**src/rtl/swire_master.sv**
```systemverilog
module swire_master #(
  parameter int CLK_PER_US   = 100,
  parameter int RST_LOW_US   = 500,
  parameter int RST_REL_US   = 480,
  parameter int PRES_US      = 70,
  parameter int SLOT_US      = 70,
  parameter int W0_LOW_US    = 60,
  parameter int SHORT_LOW_US = 6,
  parameter int RD_SAMPLE_US = 15
) (
  input  logic       clk,
  input  logic       rst_n,
  input  logic       cmd_start,
  input  logic [1:0] cmd_op,
  input  logic       cmd_wbit,
  output logic       busy,
  output logic       done,
  output logic       rd_bit,
  output logic       presence,
  output logic       line_low,
  input  logic       line_in
);
  localparam int RST_LOW_CYC = RST_LOW_US * CLK_PER_US;
  localparam int RST_REL_CYC = RST_REL_US * CLK_PER_US;
  localparam int PRES_CYC    = PRES_US * CLK_PER_US;
  localparam int SLOT_CYC    = SLOT_US * CLK_PER_US;
  localparam int W0_CYC      = W0_LOW_US * CLK_PER_US;
  localparam int SHORT_CYC   = SHORT_LOW_US * CLK_PER_US;
  localparam int RD_CYC      = RD_SAMPLE_US * CLK_PER_US;
  localparam int MAX_CYC     = (RST_LOW_CYC > RST_REL_CYC) ? RST_LOW_CYC : RST_REL_CYC;
  localparam int CW          = $clog2(MAX_CYC + 1);

  typedef enum logic [1:0] {S_IDLE, S_RLOW, S_RREL, S_SLOT} state_t;

  state_t        state;
  logic [CW-1:0] cnt;
  logic          is_read, wbit_q;
  logic          sync1, sync2;
  logic          start_ok;

  assign start_ok = cmd_start && (state == S_IDLE) && (cmd_op != 2'b11);
  assign busy     = (state != S_IDLE);
  assign line_low = (state == S_RLOW) ||
                    ((state == S_SLOT) &&
                     (cnt < ((!is_read && !wbit_q) ? CW'(W0_CYC) : CW'(SHORT_CYC))));

  always_ff @(posedge clk or negedge rst_n)
    if (!rst_n) {sync2, sync1} <= 2'b11;
    else        {sync2, sync1} <= {sync1, line_in};

  always_ff @(posedge clk or negedge rst_n) begin
    if (!rst_n) begin
      state    <= S_IDLE;
      cnt      <= '0;
      is_read  <= 1'b0;
      wbit_q   <= 1'b0;
      done     <= 1'b0;
      rd_bit   <= 1'b0;
      presence <= 1'b0;
    end else begin
      done <= 1'b0;
      cnt  <= cnt + 1'b1;
      case (state)
        S_IDLE: begin
          cnt <= '0;
          if (start_ok) begin
            is_read <= (cmd_op == 2'b10);
            wbit_q  <= cmd_wbit;
            state   <= (cmd_op == 2'b00) ? S_RLOW : S_SLOT;
          end
        end
        S_RLOW:
          if (cnt == CW'(RST_LOW_CYC - 1)) begin
            state <= S_RREL;
            cnt   <= '0;
          end
        S_RREL: begin
          if (cnt == CW'(PRES_CYC)) presence <= ~sync2;
          if (cnt == CW'(RST_REL_CYC - 1)) begin
            state <= S_IDLE;
            done  <= 1'b1;
          end
        end
        S_SLOT: begin
          if (is_read && cnt == CW'(RD_CYC)) rd_bit <= sync2;
          if (cnt == CW'(SLOT_CYC - 1)) begin
            state <= S_IDLE;
            done  <= 1'b1;
          end
        end
        default: state <= S_IDLE;
      endcase
    end
  end

  assert_reset_drive_R1: assert property (@(posedge clk) disable iff (!rst_n)
    (state == S_RLOW) |-> line_low);

  assert_release_quiet_R2: assert property (@(posedge clk) disable iff (!rst_n)
    (state == S_RREL) |-> !line_low);

  assert_short_release_R4: assert property (@(posedge clk) disable iff (!rst_n)
    (state == S_SLOT && (is_read || wbit_q) && cnt >= CW'(SHORT_CYC)) |-> !line_low);

  assert_busy_start_ignored_R7: assert property (@(posedge clk) disable iff (!rst_n)
    (state == S_SLOT && cmd_start) |=> (state != S_RLOW));

  assert_done_single_R8: assert property (@(posedge clk) disable iff (!rst_n)
    done |=> !done);

  assert_done_idle_R8: assert property (@(posedge clk) disable iff (!rst_n)
    done |-> !busy);

  assert_idle_quiet_R9: assert property (@(posedge clk) disable iff (!rst_n)
    !busy |-> !line_low);
endmodule

```
**config.mk**
```make
export PLATFORM = sky130hd
export DESIGN_NAME = swire_master
export DESIGN_NICKNAME = d
export VERILOG_FILES = /design/src/rtl/swire_master.sv
export SDC_FILE = /design/constraint.sdc
export NUM_CORES = 1
export LEC_CHECK = 0
export BUFFER_PORTS_ARGS = -buffer_cell sky130_fd_sc_hd__buf_2
export CAP_MARGIN = 20
export CELL_PAD_IN_SITES_DETAIL_PLACEMENT = 0
export CELL_PAD_IN_SITES_GLOBAL_PLACEMENT = 1
export CORE_UTILIZATION = 49
export CTS_BUF_LIST = sky130_fd_sc_hd__clkbuf_16
export CTS_CLUSTER_DIAMETER = 100
export DETAILED_ROUTE_END_ITERATION = 10
export GPL_ROUTABILITY_DRIVEN = 0
export PLACE_DENSITY_LB_ADDON = 0.25
export SKIP_LAST_GASP = 1
export SYNTH_ARGS = -nofsm -noshare
export SYNTH_HDL_FRONTEND = slang
export SYNTH_SLANG_ARGS = --single-unit
```
**constraint.sdc**
```tcl
create_clock -name clk -period 3.2 [get_ports clk]
set_input_delay 0.48 -clock clk [delete_from_list [all_inputs] [get_ports clk]]
set_output_delay 0.48 -clock clk [all_outputs]
set_load 0.03 [all_outputs]
```
=== Word level (Yosys, flattened, before mapping) ===
Cells that the tools add are included.

* Output and inout bits: 5
* Register bits: 25

* Muxes and demuxes: 12
* Bitwise gates (word level): 1
* Eq/ne operators: 14
* Add/sub/neg operators: 1
* Order comparisons: 1
* Reductions and logical operators: 15

{| class="wikitable"
|+ Operators by type and width
! operator !! count
|-
| 16-bit by 13-bit == test with 1-bit output, second input constant || 2
|-
| 16-bit == test, second input constant || 2
|-
| 16-bit one-hot mux with 2 select lines || 1
|-
| 16-bit by 1-bit adder with 16-bit output, second input constant || 1
|-
| 16-bit by 11-bit == test with 1-bit output, second input constant || 1
|-
| 16-bit by 13-bit < comparator with 1-bit output || 1
|-
| 16-bit two-way mux || 1
|-
| 13-bit two-way mux || 1
|-
| 2-bit two-way mux || 5
|-
| 2-bit one-hot mux with 4 select lines || 1
|-
| 2-bit == test, second input constant || 3
|-
| 2-bit != test, second input constant || 3
|-
| 2-bit AND reduction || 3
|-
| 1-bit logical AND || 5
|-
| 2-bit logical NOT || 2
|-
| 2-bit by 1-bit != test with 1-bit output, second input constant || 2
|-
| 4-bit AND reduction || 1
|-
| 2-bit by 1-bit == test with 1-bit output, second input constant || 1
|-
| 1-bit logical NOT || 2
|-
| 1-bit two-way mux || 2
|-
| 1-bit one-hot mux with 2 select lines || 1
|-
| 2-bit nonzero test || 1
|-
| 1-bit logical OR || 1
|-
| 1-bit inverter || 1
|}

=== Depth between registers and ports, before layout ===
* Depth in word-level cells: 6
* Gate-level depth with buffers: 7
* Mapped depth without buffers: 7

=== Least setup slack after synthesis ===
No wires, ideal clock.

* Path kind: register to output
* Start point: register is_read
* End point: output line_low
* Setup slack: 1.023 ns
* Data required time: 2.720 ns
* Path buffers: 0
* Arrival time: 1.697 ns
* Cell stages (with the launch flop): 7
* Cells stage by stage: dfrtp_1 > nor2_1 > inv_1 > ha_1 > and4b_1 > a21o_1 > o22ai_1

* Word-level cells in the longest chain between the ends: 6

{| class="wikitable"
|+ Ends and longest elaborated chain
! element !! line !! text
|-
| start, declared || 37 || <nowiki>logic is_read, wbit_q;</nowiki>
|-
| start signal, assigned || 67 || <nowiki>is_read <= (cmd_op == 2'b10);</nowiki>
|-
| 1-bit logical NOT || 45 || <nowiki>(cnt < ((!is_read && !wbit_q) ? CW'(W0_CYC) : CW'(SHORT_CYC))));</nowiki>
|-
| 1-bit logical AND || 45 ||
|-
| 13-bit two-way mux || 45 ||
|-
| 16-bit by 13-bit < comparator with 1-bit output || 45 ||
|-
| 1-bit logical AND || 44 || <nowiki>((state == S_SLOT) &&</nowiki>
|-
| 1-bit logical OR || 43 || <nowiki>assign line_low = (state == S_RLOW) ||</nowiki>
|-
| end, declared || 20 || <nowiki>output logic line_low,</nowiki>
|}

Every way passes these cells.

=== Final worst setup path ===
Same ends and word-level chain as after synthesis.

==> summary.md <==
| Metric | Value |
|---|---|
| Status | `finished clean` |
| Final Cycle Share | `77.0%` |
| Num rows | `19` |
| Die footprint | `3180 um2` |
| First-pass GRT wire length | `5.66 mm` |
| Nets | `170` |
| Slew headroom | `57.8%` |
| CTS tree | `done` |
| Min-Delay Path Class | `in -> async` |
| 1st-iter DRT viols | `23` |
| CP arrival | `1.98 ns` |
| FMAX | `406 MHz` |
| CTS Sinks | `25` |
| Final TNS setup | `0 ns` |
| Worst-Margin Slew | `0.630 ns` |
| Cells after Synth | `149` |
| Post-synthesis sequential element count | `25` |
| Via count | `1157` |
| Critical path type | `reg -> out` |
| Final Non-Filler Cells | `187` |
| TritonRoute pass-1 iters | `4` |
| Core Area | `2780 um2` |
| Seq/Total Area, Yosys | `43.4%` |
| RSZ-0062 raised after global routing | `no` |
| HPWL after DPL | `2.26 mm` |
| Syn nets | `162` |
| IO Count | `12` |
| Root buffer cell | `clkbuf_16` |
| Port Buffer Count | `11` |
| Placed Cells | `183` |
| Synth warn | `0` |
| Routed Wire Length | `3.10 mm` |
| Mean Syn Cell Area | `9.72 um2` |
| Tmin final | `2.46 ns` |
| Hold Violations, Final | `0` |
| Number of buffers created by CTS | `3` |
| # resized after CTS | `0` |
| Antenna viol nets, final | `0` |
| Worst setup EP type | `output port` |
| Pwr Density | `382 nW/um2` |
| Initial Utilization | `52.1%` |
| Number of flops mapped to enable cells by yosys | `0` |
| Die Ht | `56.4 um` |
| Initial antenna violation count | `0` |
| WP data required | `2.72 ns` |
| VDD IR max | `0.315 mV` |
| Worst hold slack | `0.200 ns` |
| Total GRT Usage | `22.9%` |
| Htree depth | `1` |
| Clock transition at path regs | `0.06 ns` |
| Fill count | `254` |
| Area delta synth->final | `9.67%` |
| Worst clock skew | `0.00391 ns` |
| Final Util | `57.1%` |
| Hold Buf Count CTS | `0` |
| Asr flop ratio synth | `100%` |
| Share of post-route cells with drive strength above 1 | `17.3%` |
| Synth Flop Type | `dfrtp_1` |
| Leakage power | `0.704 nW` |
| Grt ovf | `0` |
| Largest net degree at the start of global routing | `26` |
| DRC Markers | `0` |
| Reg2reg setup slack | `1.10 ns` |
| Vias per std cell | `6.19` |
| WL/cell | `16.6 um` |
| Synthesized area | `1450 um2` |
| Vias in the first global route | `1184` |
| Clk_lat worst skew | `0.26 ns` |
| DIE WIDTH | `56.4 um` |
| Worst-path maximum fanout | `4` |
| Total power | `0.000607 W` |
| # setup viols final | `0` |
| Startpoint types | `register` |
| Clock Tree Buf Depth | `2` |
| Synth unique cells | `46` |
| Post-CTS setup buffers | `0` |
| # diodes | `0` |
| Slew Viols, Final | `0` |
| Number of max-cap violations | `0` |
[per-layer routing]
metal | global-route usage, % | wire [um]
met4 | 10.8 | 71
met2 | 35.4 | 1450
met3 | 2.30 | 79
met5 | 0 | 0
met1 | 32.4 | 1500
[worst paths after layout]
check	from	endpoint	cells after the start
max	is_read	line_low	7
min	rst_n	wbit_q	1
max reg2reg	cnt[7]	cnt[13]	5
min reg2reg	sync1	sync2	0
max in group asynchronous	rst_n	sync1	1
min in group clk	line_in	sync1	1
[layout by cell type, fill, tap and decap left out, types with 3 or more instances in the layout]
cell type  instances
clkbuf_16          3
nor3_1             3
nand3_1            9
nand2_1            7
a22oi_1            4
o21ai_0            5
nor4_1             4
or3_1              5
inv_1              6
nor2_1             3
dfrtp_1           23
ha_1               6
a21oi_1           14
nand4_1            7
buf_2             11
xor2_1             9
[power breakdown]
group | internal [W] | switching, W
clock | 0.000168 | 0.000108
combinational | 0.00000317 | 0.00000802
sequential | 0.000318 | 0.000000559
total | 0.000490 | 0.000117
[worst max-delay path, cell delays in order (launching register included)]
cell	delay, ns
dfrtp_1	0.41
nor2_1	0.15
inv_1	0.11
ha_1	0.29
and4b_1	0.20
a21o_1	0.18
o22ai_1	0.15
buf_2	0.23
[kinds of logic after synthesis]
family	count (synthesis)	share of synthesized area (%)
XOR/XNOR	11	6.65
multiplexers	3	2.25
buffers and inverters	16	4.66
AO/OA/AOI/OAI	35	15.4
flip-flops	25	43.4
adder cells (fa/ha/maj)	6	5.18
AND/OR/NAND/NOR	53	22.5
[sequential cells by signal, summed over array words and instances (netlist names)]
register,cells
cnt,16
done,1
is_read,1
presence,1
rd_bit,1
state,2
sync1,1
sync2,1
wbit_q,1
[synth_stat cells, types with 2 or more instances]
master / number / area [um2]
ha_1: 6 / 75.1
nor4_1: 4 / 25.0
xor2_1: 9 / 78.8
xnor2_1: 2 / 17.5
inv_1: 6 / 22.5
mux2_2: 2 / 22.5
clkbuf_1: 5 / 18.8
nor3_1: 3 / 15.0
nand2_1: 7 / 26.3
nand3_1: 9 / 45.0
buf_2: 3 / 15.0
dfstp_2: 2 / 52.6
a21o_1: 2 / 15.0
dfrtp_1: 23 / 576
nand2b_1: 2 / 12.5
o21ai_0: 5 / 25.0
nor2_1: 3 / 11.3
a21oi_1: 14 / 70.1
or3_1: 5 / 31.3
nand4b_1: 2 / 17.5
nand4_1: 7 / 43.8
a22oi_1: 4 / 30.0
[final cells by class]
type / count / area [um2] / area share, %
inverter: 7 / 26.3 / 1.65
multi-input combinational: 108 / 753 / 47.4
timing repair buffer: 12 / 62.6 / 3.94
tap: 31 / 38.8 / 2.44
clock inverter: 1 / 5.00 / 0.315
sequential: 25 / 628 / 39.5
clock buffer: 3 / 75.1 / 4.72
[stage by stage]
stage / instance area [um2] / setup slack [ns]
finish: 1590 / 0.737
global route: 1590 / 0.568
CTS: 1590 / 0.710
detailed placement: 1510 / 1.00
global placement: 1510 / 1.02
floorplan: 1450 / 1.02
(Power assumes the default switching activity.)
